`src/rtl/hpc_pkg.sv`:
```
package hpc_pkg;

    localparam int unsigned REG_W_DEF = 5;
    localparam int unsigned N_SRC_DEF = 3;

    typedef enum logic [1:0] {
        SRC_UNUSED = 2'b00,
        SRC_IMM    = 2'b01,
        SRC_DIRECT = 2'b10,
        SRC_BASE   = 2'b11
    } src_kind_e;

    typedef enum logic [1:0] {
        DST_NONE   = 2'b00,
        DST_RSVD   = 2'b01,
        DST_DIRECT = 2'b10,
        DST_MEM    = 2'b11
    } dst_kind_e;

    // Decoded view of the older instruction's destination
    typedef struct packed {
        logic writes_reg;   // direct register write
        logic mem_form;     // displacement (store) destination
    } old_view_t;

    function automatic old_view_t decode_old(dst_kind_e k);
        old_view_t v;
        v.writes_reg = (k == DST_DIRECT);
        v.mem_form   = (k == DST_MEM);
        return v;
    endfunction

    // Kind a younger destination presents when treated as an operand
    function automatic src_kind_e dst_as_operand(dst_kind_e k);
        return (k == DST_MEM) ? SRC_BASE : SRC_UNUSED;
    endfunction

endpackage

```
`src/rtl/hpc_operand_cmp.sv`:
```
module hpc_operand_cmp
    import hpc_pkg::*;
#(
    parameter int unsigned REG_W = REG_W_DEF
) (
    input  old_view_t          old_v,
    input  logic [REG_W-1:0]   old_reg,
    input  src_kind_e          op_kind,
    input  logic [REG_W-1:0]   op_reg,
    output logic               hit
);
    logic same_reg;
    logic op_direct;
    logic op_base;

    always_comb begin
        same_reg  = (old_reg == op_reg);
        op_direct = (op_kind == SRC_DIRECT);
        op_base   = (op_kind == SRC_BASE);
        hit = 1'b0;
        if (old_v.writes_reg && (op_direct || op_base) && same_reg)
            hit = 1'b1;
        if (old_v.mem_form && op_base)
            hit = 1'b1;
    end
endmodule

```
`src/rtl/hpc_merge.sv`:
```
module hpc_merge #(
    parameter int unsigned N_OPS = 4
) (
    input  logic [N_OPS-1:0] op_hits,
    input  logic             flag_wr,
    input  logic             flag_rd,
    output logic             dep
);
    always_comb begin
        dep = flag_wr & flag_rd;
        for (int i = 0; i < int'(N_OPS); i++)
            dep = dep | op_hits[i];
    end
endmodule

```
`src/rtl/pair_hazard_detect.sv`:
```
module pair_hazard_detect
    import hpc_pkg::*;
#(
    parameter int unsigned REG_W = REG_W_DEF,
    parameter int unsigned N_SRC = N_SRC_DEF
) (
    input  logic [1:0]             old_dst_kind_i,
    input  logic [REG_W-1:0]       old_dst_reg_i,
    input  logic                   old_flag_wr_i,
    input  logic [2*N_SRC-1:0]     new_src_kind_i,
    input  logic [REG_W*N_SRC-1:0] new_src_reg_i,
    input  logic [1:0]             new_dst_kind_i,
    input  logic [REG_W-1:0]       new_dst_reg_i,
    input  logic                   new_flag_rd_i,
    output logic                   dep_o
);
    localparam int unsigned N_OPS = N_SRC + 1;

    old_view_t         old_v;
    src_kind_e         op_kind [N_OPS];
    logic [REG_W-1:0]  op_reg  [N_OPS];
    logic [N_OPS-1:0]  op_hits;

    assign old_v = decode_old(dst_kind_e'(old_dst_kind_i));

    genvar g;
    generate
        for (g = 0; g < int'(N_OPS); g++) begin : g_op
            if (g < int'(N_SRC)) begin : g_src
                assign op_kind[g] = src_kind_e'(new_src_kind_i[2*g +: 2]);
                assign op_reg[g]  = new_src_reg_i[REG_W*g +: REG_W];
            end else begin : g_store_base
                assign op_kind[g] = dst_as_operand(dst_kind_e'(new_dst_kind_i));
                assign op_reg[g]  = new_dst_reg_i;
            end
            hpc_operand_cmp #(.REG_W(REG_W)) u_cmp (
                .old_v   (old_v),
                .old_reg (old_dst_reg_i),
                .op_kind (op_kind[g]),
                .op_reg  (op_reg[g]),
                .hit     (op_hits[g])
            );
        end
    endgenerate

    hpc_merge #(.N_OPS(N_OPS)) u_merge (
        .op_hits (op_hits),
        .flag_wr (old_flag_wr_i),
        .flag_rd (new_flag_rd_i),
        .dep     (dep_o)
    );
endmodule

```
`config.mk`:
```
export PLATFORM = sky130hd
export DESIGN_NAME = pair_hazard_detect
export DESIGN_NICKNAME = d
export VERILOG_FILES = /design/src/rtl/hpc_pkg.sv /design/src/rtl/hpc_operand_cmp.sv /design/src/rtl/hpc_merge.sv /design/src/rtl/pair_hazard_detect.sv
export SDC_FILE = /design/constraint.sdc
export NUM_CORES = 1
export LEC_CHECK = 0
export BUFFER_PORTS_ARGS = -buffer_cell sky130_fd_sc_hd__buf_2
export CORE_AREA = 10 10 47 49
export DETAILED_ROUTE_END_ITERATION = 16
export DIE_AREA = 0 0 57 59
export REMOVE_ABC_BUFFERS = 1
export SETUP_SLACK_MARGIN = 0.3
export SLEW_MARGIN = 15
export SYNTH_ARGS = -nofsm -noshare
export SYNTH_HDL_FRONTEND = slang
export SYNTH_SLANG_ARGS = --single-unit
```
`constraint.sdc`:
```
create_clock -name vclk -period 1.55
set_input_delay 0.2325 -clock vclk [all_inputs]
set_output_delay 0.2325 -clock vclk [all_outputs]
set_load 0.01 [all_outputs]
```
==> impl_metrics.csv, run 1 <==
group,metric,value,unit
placed_design,globalplace.congestion,0.683,
placed_design,place_ws,69.0,ps
drt,viasPerCell,4.35,
synth,synth_xor_area_share,62.8,%
run_status,outcome,"completed",
worst_setup_path,max_stage_delay,250,ps
die,io_pins,38,
timing,tightest_slew,265,ps
worst_setup_path,crit_path_end_kind,"output port",
timing,max_slew_margin,82.2,%
drt,drt-pass1-iter-count,4,
cells_and_area,finalNetCount,116,
drt,routed_wl,1200,um
die,die_x,57,um
global_route,antenna_found_initial,0,
drt,drc,0,
placed_design,place_inst,92,
cells_and_area,nClkBuffers,0,
worst_setup_path,required,1320,ps
synth,synth_area,279,um^2
pwr,p_leak,0.000273,uW
worst_setup_path,crit_chain,"buf_6 > buf_6 > xor2_1 > nor4_1 > nand4_1 > nand4_1 > buf_2",
cells_and_area,antenna_cells,0,
synth,ys_seq_area_share,0,%
synth,synth_simple_gate_area_share,24.7,%
synth,syn_area_per_cell,7.75,um^2
die,dieArea,0.00336,mm^2
timing,rsz0062_at_grt,"true",
clock_tree,holdBufCountCts,0,
synth,yosys-mux-area-fraction,0,%
global_route,grt_pass1_wl,1780,um
cells_and_area,fin_cells,93,
drt,first_iter_violations,6,
cells_and_area,drive_gt1_share,55.8,%
worst_setup_path,cp.arrival,1200,ps
global_route,grt_usage,6.08,%
drt,wl_per_cell,12.9,um
cells_and_area,area_delta_synth_final,91.0,%
pwr,p_per_area,248,mW/mm^2
worst_setup_path,start_kind,"primary input",
placed_design,dp_hpwl,1140,um
die,fp-row-count,14,
placed_design,placed_area,504,um^2
cells_and_area,final_common_cell,"buf_2",
global_route,grt_overflow,0,
timing,finalSetupViolations,0,
synth,synth_fa_ha_area_share,0,%
drt,num_vias,405,
worst_setup_path,worstSetupPathType,"primary input to output port",
worst_setup_path,crit_slowest_cell,"nor4_1",
cells_and_area,layout_common_cells,"buf_2 (35), xor2_1 (17), nand4_1 (4)",
synth,syn_inst,36,
cells_and_area,ff_latch_area,0,um^2
die,die_h,59,um
timing,max_freq,700,MHz
synth,yosys_warnings,0,
synth,synth_compound_area_share,12.6,%
cells_and_area,fin_util,38.0,%
global_route,grt_max_degree,5,
timing,fin_setup_tns,0,ps
timing,finalCritPeriodShare,92.2,%
timing,layout_min_cycle_time,1430,ps
cells_and_area,seq_cell_count,0,
die,start_util,19.9,%
timing,worst_slack,121,ps
timing,hold_violations,0,
drt,final_antenna_net_count,0,
global_route,grt_pass1_vias,423,
die,fp.coreArea,0.00140,mm^2
worst_setup_path,crit_fanout,3,
timing,maxSlewViolCount,0,
placed_design,port_buffers,38,
synth,ys_types,11,
min_path,min_path_type,"primary input to output port",
cells_and_area,final_area,533,um^2
flow_run,maxCapViolCount,0,
pwr,vdd_drop_max,84.6,uV
synth,synth_top_family_by_area,"XOR/XNOR gates",
final timing paths:
path	endpoint	from	slack, ps	cells past startpoint
worst max-delay path	dep_o	old_dst_reg_i[0]	120	7
worst min-delay path	dep_o	new_flag_rd_i	800	4
cell families after synthesis:
kind of cell | Yosys count
AOI/OAI and AO/OA | 4
and+or+nand+nor | 12
xor gates and xnor gates | 20
cells in the mapped netlist (all sizes together):
library cell,instances,area [um^2]
a21oi,1,5.00
a221oi,1,15.0
a22oi,2,15.0
nand2,1,3.75
nand3,1,5.00
nand4,4,25.0
nor2,1,3.75
nor2b,1,6.26
nor4,4,25.0
xnor2,3,26.3
xor2,17,149
cell type report:
class              instances  area, um^2
multi-input cells         36         285
repair buffers            41         228
fillers                  161         868
well taps                 16        20.0
worst max-delay path: cells and delay by family:
family	cells	cell delay (ps)
xor gates and xnor gates	1	130
buffers and inverters	3	340
and+or+nand+nor	3	490
report_power, final:
| group | switching (uW) | total, uW | internal, uW | leakage, uW |
|---|---|---|---|---|
| registers | 0 | 0 | 0 | 0 |
| clock network | 0 | 0 | 0 | 0 |
| logic | 56.5 | 132 | 75.8 | 0.000273 |
| total | 56.5 | 132 | 75.8 | 0.000273 |
stage by stage:
step / hold slack [ps] / power [uW]
finish: 803 / 132
global route: 829 / 145
CTS: 807 / 134
detailed placement: 806 / 125
global placement: 801 / 124
floorplan: 623 / 50.6
routing by layer:
metal	part of all wire [%]	up-vias	GRT usage, %	routed length [um]
li1	-	216	-	-
met1	42	171	7.68	506
met2	50	18	10.7	604
met3	7.5	0	1.50	90
met4	0	0	0	0
met5	0	-	0	0
timing repair:
| item | 4_1_cts | 5_1_grt |
|---|---|---|
| buffers inserted | 1 | 0 |
| gates resized for setup | 5 | 1 |
| pin swaps | 7 | 4 |
| endpoints found under the setup margin | 1 | 1 |
Note: power is estimated with default switching activity, not from simulation.
==> run 2, diff against run 1 <==
- CORE_AREA: 10 10 47 49 -> 2 2 39 41
- DIE_AREA: 0 0 57 59 -> 0 0 41 43
- RECOVER_POWER: default -> 50
==> impl_metrics.csv, run 2 (synthesis results as in run 1) <==
group,metric,value,unit
timing,max_freq,730,MHz
global_route,grt_max_degree,5,
run_status,outcome,"completed",
cells_and_area,final_common_cell,"buf_2",
cells_and_area,nClkBuffers,0,
die,io_pins,38,
timing,max_slew_margin,81.2,%
timing,worst_slack,181,ps
timing,rsz0062_at_grt,"true",
die,fp.coreArea,0.00138,mm^2
global_route,grt_pass1_vias,386,
cells_and_area,finalNetCount,113,
pwr,p_switching,67.1,uW
timing,whs,799,ps
cells_and_area,ff_latch_area,0,um^2
global_route,grt_usage,11.6,%
drt,first_iter_violations,3,
worst_setup_path,crit_chain,"buf_8 > xor2_1 > nor4_1 > nand4_1 > nand4_1 > buf_2",
pwr,seq_power_share,0,%
timing,finalSetupViolations,0,
die,fp-row-count,14,
cells_and_area,drive_gt1_share,58.1,%
drt,final_antenna_net_count,0,
pwr,p_leak,0.000284,uW
placed_design,placed_area,489,um^2
pwr,p_per_area,259,mW/mm^2
min_path,min_path_type,"primary input to output port",
global_route,grt_overflow,0,
cells_and_area,area_delta_synth_final,117,%
timing,tightest_slew,279,ps
global_route,grt_pass1_wl,1440,um
drt,routed_wl,1040,um
timing,maxSlewViolCount,0,
worst_setup_path,crit_top_cell,"nand4_1",
worst_setup_path,cp.arrival,1140,ps
pwr,combPwrFrac,100.0,%
flow_run,maxCapViolCount,0,
worst_setup_path,max_stage_delay,310,ps
pwr,power.internal,90.2,uW
placed_design,globalplace.congestion,0.815,
placed_design,dp_hpwl,868,um
worst_setup_path,crit_fanout,4,
placed_design,port_buffers,38,
placed_design,place_ws,3.60,ps
drt,wl_per_cell,11.5,um
pwr,clkPwrFrac,0,%
worst_setup_path,worstSetupPathType,"primary input to output port",
die,die_x,41,um
cells_and_area,layout_common_cells,"buf_2 (27), xor2_1 (14), buf_6 (9)",
drt,drt-pass1-iter-count,4,
cells_and_area,antenna_cells,0,
worst_setup_path,start_kind,"primary input",
min_path,hold_depth,4,
cells_and_area,fin_util,43.9,%
worst_setup_path,required,1320,ps
die,start_util,20.2,%
pwr,vdd_drop_max,109,uV
cells_and_area,seq_cell_count,0,
drt,viasPerCell,4.68,
drt,drc,0,
timing,hold_violations,0,
timing,finalCritPeriodShare,88.4,%
die,dieArea,0.00176,mm^2
timing,fin_setup_tns,0,ps
die,die_h,43,um
pwr,sw_frac_of_total,42.7,%
cells_and_area,final_area,607,um^2
worst_setup_path,crit_path_end_kind,"output port",
global_route,antenna_found_initial,0,
worst_setup_path,crit_slowest_cell,"nor4_1",
drt,num_vias,421,
timing,layout_min_cycle_time,1370,ps
## run 2: layer usage
layer	GRT usage, %	part of all wire (%)	vias up
met4	4.67	4.4	0
li1	-	-	207
met5	0	0	-
met2	20.9	52	22
met3	0.524	7.6	4
met1	13.0	35	188
## run 2: final timing paths
check | startpoint | end | slack, ps
max | old_dst_reg_i[4] | dep_o | 180
min | new_flag_rd_i | dep_o | 800
## run 2: per-stage QoR
stage | cells | power [uW]
3_5_place_dp | 90 | 123
6_report | 90 | 157
5_1_grt | 90 | 172
3_3_place_gp | 90 | 122
2_1_floorplan | 36 | 50.6
4_1_cts | 90 | 141
## run 2: area by class of cell
cell class	instances	area, um^2
multi-input cells	36	328
fillers	139	777
well taps	16	20.0
repair buffers	38	259
## run 2: worst max-delay path, delay by kind of cell
kind	cells	cell delay, ps
AND/OR/NAND/NOR	3	530
buffers and inverters	2	240
XOR/XNOR	1	130
## run 2: power by group through the flow
stage / Clock, uW / Sequential [uW] / Combinational, uW
floorplan: 0 / 0 / 50.6
global route: 0 / 0 / 172
global placement: 0 / 0 / 122
detailed placement: 0 / 0 / 123
finish: 0 / 0 / 157
CTS: 0 / 0 / 141
## run 2: what timing repair did
action / CTS / global route
endpoints found under the setup margin: 1 / 1
resized for setup: 14 / 10
endpoints found under the hold margin: 0 / 0
setup buffers: 0 / 0
pin swaps: 15 / 5
hold buffers: 0 / 0
gates cloned: 0 / 0
